`config.mk`:
```
export PLATFORM = sky130hd
export DESIGN_NAME = irq_trigger_ctrl
export DESIGN_NICKNAME = d
export VERILOG_FILES = /design/src/rtl/irq_trigger_ctrl.sv
export SDC_FILE = /design/constraint.sdc
export NUM_CORES = 1
export LEC_CHECK = 0
export ABC_CLOCK_PERIOD_IN_PS = 5300
export CELL_PAD_IN_SITES_DETAIL_PLACEMENT = 0
export CELL_PAD_IN_SITES_GLOBAL_PLACEMENT = 2
export CORE_MARGIN = 2
export CORE_UTILIZATION = 36
export DETAILED_ROUTE_END_ITERATION = 8
export PLACE_DENSITY = 0.93
export REMOVE_ABC_BUFFERS = 1
export SLEW_MARGIN = 20
export SYNTH_ARGS = -nofsm -noshare
export SYNTH_HDL_FRONTEND = slang
export SYNTH_SLANG_ARGS = --single-unit
```
`constraint.sdc`:
```
create_clock -name clk -period 5.3 [get_ports clk]
set_clock_uncertainty 0.05 [all_clocks]
set_input_delay 1.06 -clock clk [delete_from_list [all_inputs] [get_ports clk]]
set_output_delay 1.06 -clock clk [all_outputs]
set_load 0.03 [all_outputs]
```
`src/rtl/irq_trigger_ctrl.sv`:
```
`timescale 1ns/1ps
module irq_trigger_ctrl #(
  parameter int N_SRC = 32
) (
  input  logic             clk,
  input  logic             rst_n,
  input  logic             bus_sel,
  input  logic             bus_wr,
  input  logic [4:0]       bus_addr,
  input  logic [31:0]      bus_wdata,
  output logic [31:0]      bus_rdata,
  input  logic [N_SRC-1:0] src_in,
  output logic             irq_out
);
  localparam logic [2:0] IX_EN    = 3'd0;
  localparam logic [2:0] IX_PEND  = 3'd1;
  localparam logic [2:0] IX_SMODE = 3'd2;
  localparam logic [2:0] IX_SPOL  = 3'd3;
  localparam logic [2:0] IX_OMODE = 3'd4;
  localparam logic [2:0] IX_OPOL  = 3'd5;
  localparam logic [2:0] IX_FRC   = 3'd6;
  localparam int PAD = 32 - N_SRC;

  logic [N_SRC-1:0] en_r, mode_r, pol_r, pend_r, src_q, masked_q;
  logic             omode_r, opol_r;

  wire unused_addr_bits = ^bus_addr[1:0];
  wire [2:0] idx = bus_addr[4:2];
  wire we = bus_sel & bus_wr;
  wire [N_SRC-1:0] wd = bus_wdata[N_SRC-1:0];
  wire [N_SRC-1:0] clr = (we && idx == IX_PEND) ? wd : '0;
  wire [N_SRC-1:0] frc = (we && idx == IX_FRC)  ? wd : '0;

  wire [N_SRC-1:0] lvl_hit  = src_in ~^ pol_r;
  wire [N_SRC-1:0] edge_hit = (src_in & ~src_q & pol_r) | (~src_in & src_q & ~pol_r);

  always_ff @(posedge clk) begin
    if (!rst_n) begin
      en_r    <= '0;
      mode_r  <= '0;
      pol_r   <= '0;
      omode_r <= 1'b0;
      opol_r  <= 1'b0;
    end else if (we) begin
      case (idx)
        IX_EN:    en_r    <= wd;
        IX_SMODE: mode_r  <= wd;
        IX_SPOL:  pol_r   <= wd;
        IX_OMODE: omode_r <= bus_wdata[0];
        IX_OPOL:  opol_r  <= bus_wdata[0];
        default: ;
      endcase
    end
  end

  always_ff @(posedge clk) begin
    if (!rst_n) src_q <= '0;
    else        src_q <= src_in;
  end

  for (genvar i = 0; i < N_SRC; i++) begin : g_src
    always_ff @(posedge clk) begin
      if (!rst_n)
        pend_r[i] <= 1'b0;
      else if (mode_r[i])
        pend_r[i] <= (pend_r[i] & ~clr[i]) | edge_hit[i] | frc[i];
      else
        pend_r[i] <= lvl_hit[i] | frc[i];
    end
  end

  wire [N_SRC-1:0] masked = pend_r & en_r;

  always_ff @(posedge clk) begin
    if (!rst_n) masked_q <= '0;
    else        masked_q <= masked;
  end

  wire any_on = |masked;
  wire fresh  = |(masked & ~masked_q);
  wire active = omode_r ? fresh : any_on;
  assign irq_out = active ~^ opol_r;

  function automatic logic [31:0] widen(input logic [N_SRC-1:0] v);
    return {{PAD{1'b0}}, v};
  endfunction

  always_comb begin
    case (idx)
      IX_EN:    bus_rdata = widen(en_r);
      IX_PEND:  bus_rdata = widen(pend_r);
      IX_SMODE: bus_rdata = widen(mode_r);
      IX_SPOL:  bus_rdata = widen(pol_r);
      IX_OMODE: bus_rdata = {31'd0, omode_r};
      IX_OPOL:  bus_rdata = {31'd0, opol_r};
      default:  bus_rdata = 32'd0;
    endcase
  end
endmodule

```
### After elaboration in Yosys (flattened, before gate mapping)

Cells that the tools add are included.

| word-level totals | value |
|---|---|
| bits in registers | 194 |
| logic and storage cells | 265 |
| input port bits | 73 |
| output and inout bits | 33 |

| operators by class | value |
|---|---|
| eq/ne operators | 6 |
| multiplexer cells | 36 |
| bitwise operators | 174 |
| reduce and logical (&&, ||, !) cells | 10 |

Operators with widths:

| operator | number |
|---|---|
| AND 32 bit | 6 |
| case mux 32 bit (6 select lines) | 1 |
| inverter 32 bit | 4 |
| OR 1 bit | 96 |
| 2-to-1 mux 32 bit | 2 |
| OR reduction 32 bit | 2 |
| AND 1 bit | 33 |
| 2-to-1 mux 1 bit | 33 |
| inverter 1 bit | 32 |
| OR 32 bit | 1 |
| bitwise XNOR 32 bit | 1 |
| AND reduction 2 bit | 5 |
| equality test 3 bit (second input constant) | 3 |
| equality test 3 x 2 -> 1 bit (second input constant) | 2 |
| equality test 3 x 1 -> 1 bit (second input constant) | 1 |
| logical NOT 3 bit | 1 |
| logical AND 1 bit | 2 |
| bitwise XNOR 1 bit | 1 |

### Logic depth before layout (Yosys ltp)

| depth | value |
|---|---|
| depth after elaboration | 8 |
| gate-level depth with buffers | 8 |

### Worst setup path after synthesis

Ideal clock, no wire load.

| timing | value |
|---|---|
| path kind | input port to output port |
| from | in bus_addr[3] |
| to | out bus_rdata[10] |
| cell stages on the path | 6 |
| setup slack | 1.714 ns |
| data required time | 4.190 ns |
| arrival | 2.476 ns |
| cell sequence | buf_2 > nor3b_4 > buf_2 > buf_1 > a22o_1 > a221o_1 |

| between the ends | value |
|---|---|
| longest elaborated chain between the ends | 2 |
| elaborated cells between the ends (all ways) | 7 |
| those cells by class | eq/ne: 5; mux: 1; reduce/logical: 1 |

RTL lines:

| item | RTL line | RTL |
|---|---|---|
| start, declared | 9 | `input logic [4:0] bus_addr,` |
| equality test 3 bit (tied with other cells) | 89 | `case (idx)` |
| case mux 32 bit (6 select lines) (*) | 89 |  |
| end, declared | 11 | `output logic [31:0] bus_rdata,` |

Every way passes the cells marked *; elsewhere a longest branch is shown, timed or not.

### Final worst setup path

| timing | value |
|---|---|
| from | in bus_addr[3] |
| to | out bus_rdata[13] |

Same word-level chain as after synthesis.

==> impl_metrics.csv <==
group,metric,value,unit
status,outcome,"completed",
critical_path,start_kind,"input port",
logic_synthesis,synth_area,0.008915,mm2
floorplanning,ioPinCount,106,
logic_synthesis,synth-edff-count,0,
route,ant_nets,0,
critical_path,crit_fanout,33,
route,drt-total-wl,26200,um
global_routing,track_usage,20.48,%
floorplanning,initial_core_util,36.66,%
timing,period_minus_slack,4.567,ns
route,wl_per_cell,17.77,um
logic_synthesis,synth_compound_area_share,23.38,%
global_routing,first_global_vias,7316,
logic_synthesis,async_reset_ff_share,0,%
logic_synthesis,post-synth-top-count-cell,"nand2_1",
route,vias,7904,
floorplanning,die_w,161.4,um
critical_path,endpoint_kind,"output port",
timing,fin_crit_sh,86.18,%
critical_path,cp_data_required_time,4.19,ns
pwr,ir_worst_vdd,0.1672,mV
clocking,cts-root-buf,"clkbuf_16",
logic_synthesis,synth_top_area_share,43.56,%
pwr,pwr_density_cell,295.8,mW/mm2
logic_synthesis,synthFlopType,"dfxtp_1",
clocking,clk_path_buf_depth,2,
logic_synthesis,synth_simple_gate_area_share,26.48,%
floorplanning,dieArea,0.02604,mm2
timing,slew-limit-headroom,33.51,%
logic_synthesis,synth_xor_area_share,3.144,%
timing,hold_viol,0,
route,drt_iter0_drc,616,
pwr,power_frac_seq,47.6,%
global_routing,antenna_found_initial,0,
logic_synthesis,synth_adder_area_share,0,%
critical_path,cpMaxStageDelayCell,"clkdlybuf4s50_1",
finish,diodes,0,
global_routing,grt_max_degree,73,
global_routing,top_usage_layer,"met2",
logic_synthesis,synthCells,1063,
timing,worst_pin_slew,0.9973,ns
timing,fin_tns_setup,0,ns
finish,drive_above_1_share,4.957,%
timing,max_freq,218.9,MHz
logic_synthesis,muxShareOfSynthArea,0.4632,%
logic_synthesis,synth_top_family_by_area,"simple AND/OR/NAND/NOR gates",
pwr,p_comb_share,9.3,%
placed_design,place_hpwl,16550,um
logic_synthesis,yosysSeqAreaShare,43.56,%
job,drv_cap,0,
logic_synthesis,syn_avg_cell_area,8.386,um2
timing,rsz0062_at_grt,"false",
clocking,cts_sinks,194,
clocking,holdBufCountCts,0,
floorplanning,row_count,57,
logic_synthesis,synth-seq-cells,194,
global_routing,grt_first_pass_wirelength,41920,um
timing,drv_slew,0,
pwr,internal-power,2.435,mW
pwr,clock_power_share,43.1,%
finish,fin_nets,1210,
timing,setup_viol,0,
critical_path,worstPathArrival,3.46,ns
floorplanning,die_h,161.4,um
logic_synthesis,ys.warnings.count,0,
critical_path,max_stage_delay,0.69,ns
floorplanning,core_region_area,0.02432,mm2
clocking,ctsHtreeMaxLevel,4,
pwr,total_power,3.227,mW
placed_design,port_buffers,103,
logic_synthesis,synth_cell_types,35,
clocking,clock_latency,0.44,ns
worst_hold_path,hold_class,"register to register",
pwr,leakagePower,4.019,nW
global_routing,grt_overflow,0,
placed_design,place_congestion,0.7545,
route,drc,0,
clocking,path_clk_slew,0.07,ns
pwr,switchingPower,0.7926,mW
logic_synthesis,yosysTopAreaCell,"dfxtp_1",
route,routed_via_density,5.362,
route,drtPass1Iterations,5,
timing,setup_ws,0.7326,ns
critical_path,timing.critical_path.mode_cell,"clkdlybuf4s50_1",
clocking,numCtsBuffers,17,
placed_design,pre_cts_ws,0.7381,ns
logic_synthesis,synthTopCellsByCount,"249 x nand2_1, 194 x dfxtp_1, 100 x nor2_1",
clocking,cts_resized,0,
global_routing,grt_use_met1,28.85,%
logic_synthesis,synth_area_leaders,"dfxtp_1 44%, nand2_1 10%, a21boi_0 7.4%",
critical_path,crit_type,"input port to output port",
clocking,cts_tree,"built",
global_routing,grtUsageMet2,32.56,%
pwr,swShare,24.56,%
clocking,cts_setup_buffers,0,
global_routing,use_met3,3.698,%
finish,area_growth,22.39,%
critical_path,cp_cell_sequence,"clkdlybuf4s50_1 > nor3_2 > buf_4 > a22o_1 > a221o_1 > clkdlybuf4s50_1",
-- cells in the final DEF (no fill, tap or decap), types with 2 or more instances in the layout --
| cell type | n |
|---|---|
| a21boi_0 | 88 |
| a21boi_1 | 8 |
| a21oi_1 | 2 |
| a221o_1 | 63 |
| a221oi_1 | 32 |
| a22o_1 | 31 |
| a22oi_1 | 9 |
| and2_1 | 36 |
| and3_1 | 33 |
| buf_12 | 3 |
| buf_4 | 16 |
| bufinv_16 | 4 |
| clkbuf_16 | 17 |
| clkdlybuf4s50_1 | 102 |
| clkinv_4 | 3 |
| clkinvlp_4 | 4 |
| dfxtp_1 | 194 |
| inv_6 | 3 |
| mux2i_1 | 3 |
| nand2_1 | 249 |
| nand3_1 | 37 |
| nand3b_1 | 15 |
| nand4_1 | 3 |
| nor2_1 | 98 |
| nor2_2 | 2 |
| nor2b_1 | 34 |
| nor3_1 | 4 |
| nor3b_4 | 2 |
| nor4_1 | 3 |
| o2111ai_1 | 5 |
| o22ai_1 | 6 |
| xor2_1 | 32 |
-- critical path: cells and delay by family --
kind            cells  cell delay (ns)
simple gates        1             0.25
compound gates      2             0.38
buf+inv             3             1.75
-- routing by layer --
layer / wire [um] / share of wire (%) / vias to the layer above
met5: 0 / 0 / -
met2: 12030 / 46 / 189
met3: 1293 / 4.9 / 21
met1: 12570 / 48 / 3776
met4: 302 / 1.2 / 0
li1: - / - / 3918
-- power groups by stage --
stage	clock network, mW	logic [mW]	registers, mW
2_1_floorplan	0	0.142	1.56
3_3_place_gp	0	0.299	1.57
3_5_place_dp	0	0.301	1.57
4_1_cts	1.41	0.302	1.54
5_1_grt	1.48	0.328	1.54
6_report	1.39	0.299	1.54
-- registers in the layout, summed over array words and instances, names as in the netlist --
name,cells
en_r,32
masked_q,32
mode_r,32
pend_r,32
pol_r,32
src_q,32
omode_r,1
opol_r,1
-- final cells by class --
type | instances | area (um2)
inverters | 1 | 3.754
multi-input cells | 802 | 4783
fillers | 2386 | 13410
clock inverters | 15 | 207.7
clock buffers | 17 | 425.4
well taps | 324 | 405.4
flip-flops and latches | 194 | 3884
repair buffers | 121 | 1201
-- cell families after synthesis --
kind of cell,count (synthesis)
compound gates,247
xor+xnor,32
buf+inv,67
flops,194
mux,4
simple gates,519
-- path summary, 6_finish.rpt --
| kind | startpoint | endpoint | slack (ns) | cells past startpoint |
|---|---|---|---|---|
| hold / removal | mode_r[30] | mode_r[30] | 0.44 | 2 |
| hold reg to reg | mode_r[30] | mode_r[30] | 0.44 | 2 |
| setup / recovery | bus_addr[3] | bus_rdata[13] | 0.73 | 6 |
| setup reg to reg | pol_r[29] | pend_r[29] | 4.00 | 4 |
-- per-stage QoR --
step           utilization (%)  hold WS, ns  cells  cell area (um2)
4_1_cts                  44.86       0.4434   1474            10910
2_1_floorplan                -       0.4114    997             8655
3_5_place_dp             42.26       0.4333   1442            10280
6_report                 44.86       0.4403   1474            10910
3_3_place_gp             42.26       0.4306   1442            10280
5_1_grt                  44.86       0.4722   1474            10910
Note: power is estimated with default switching activity, not from simulation.
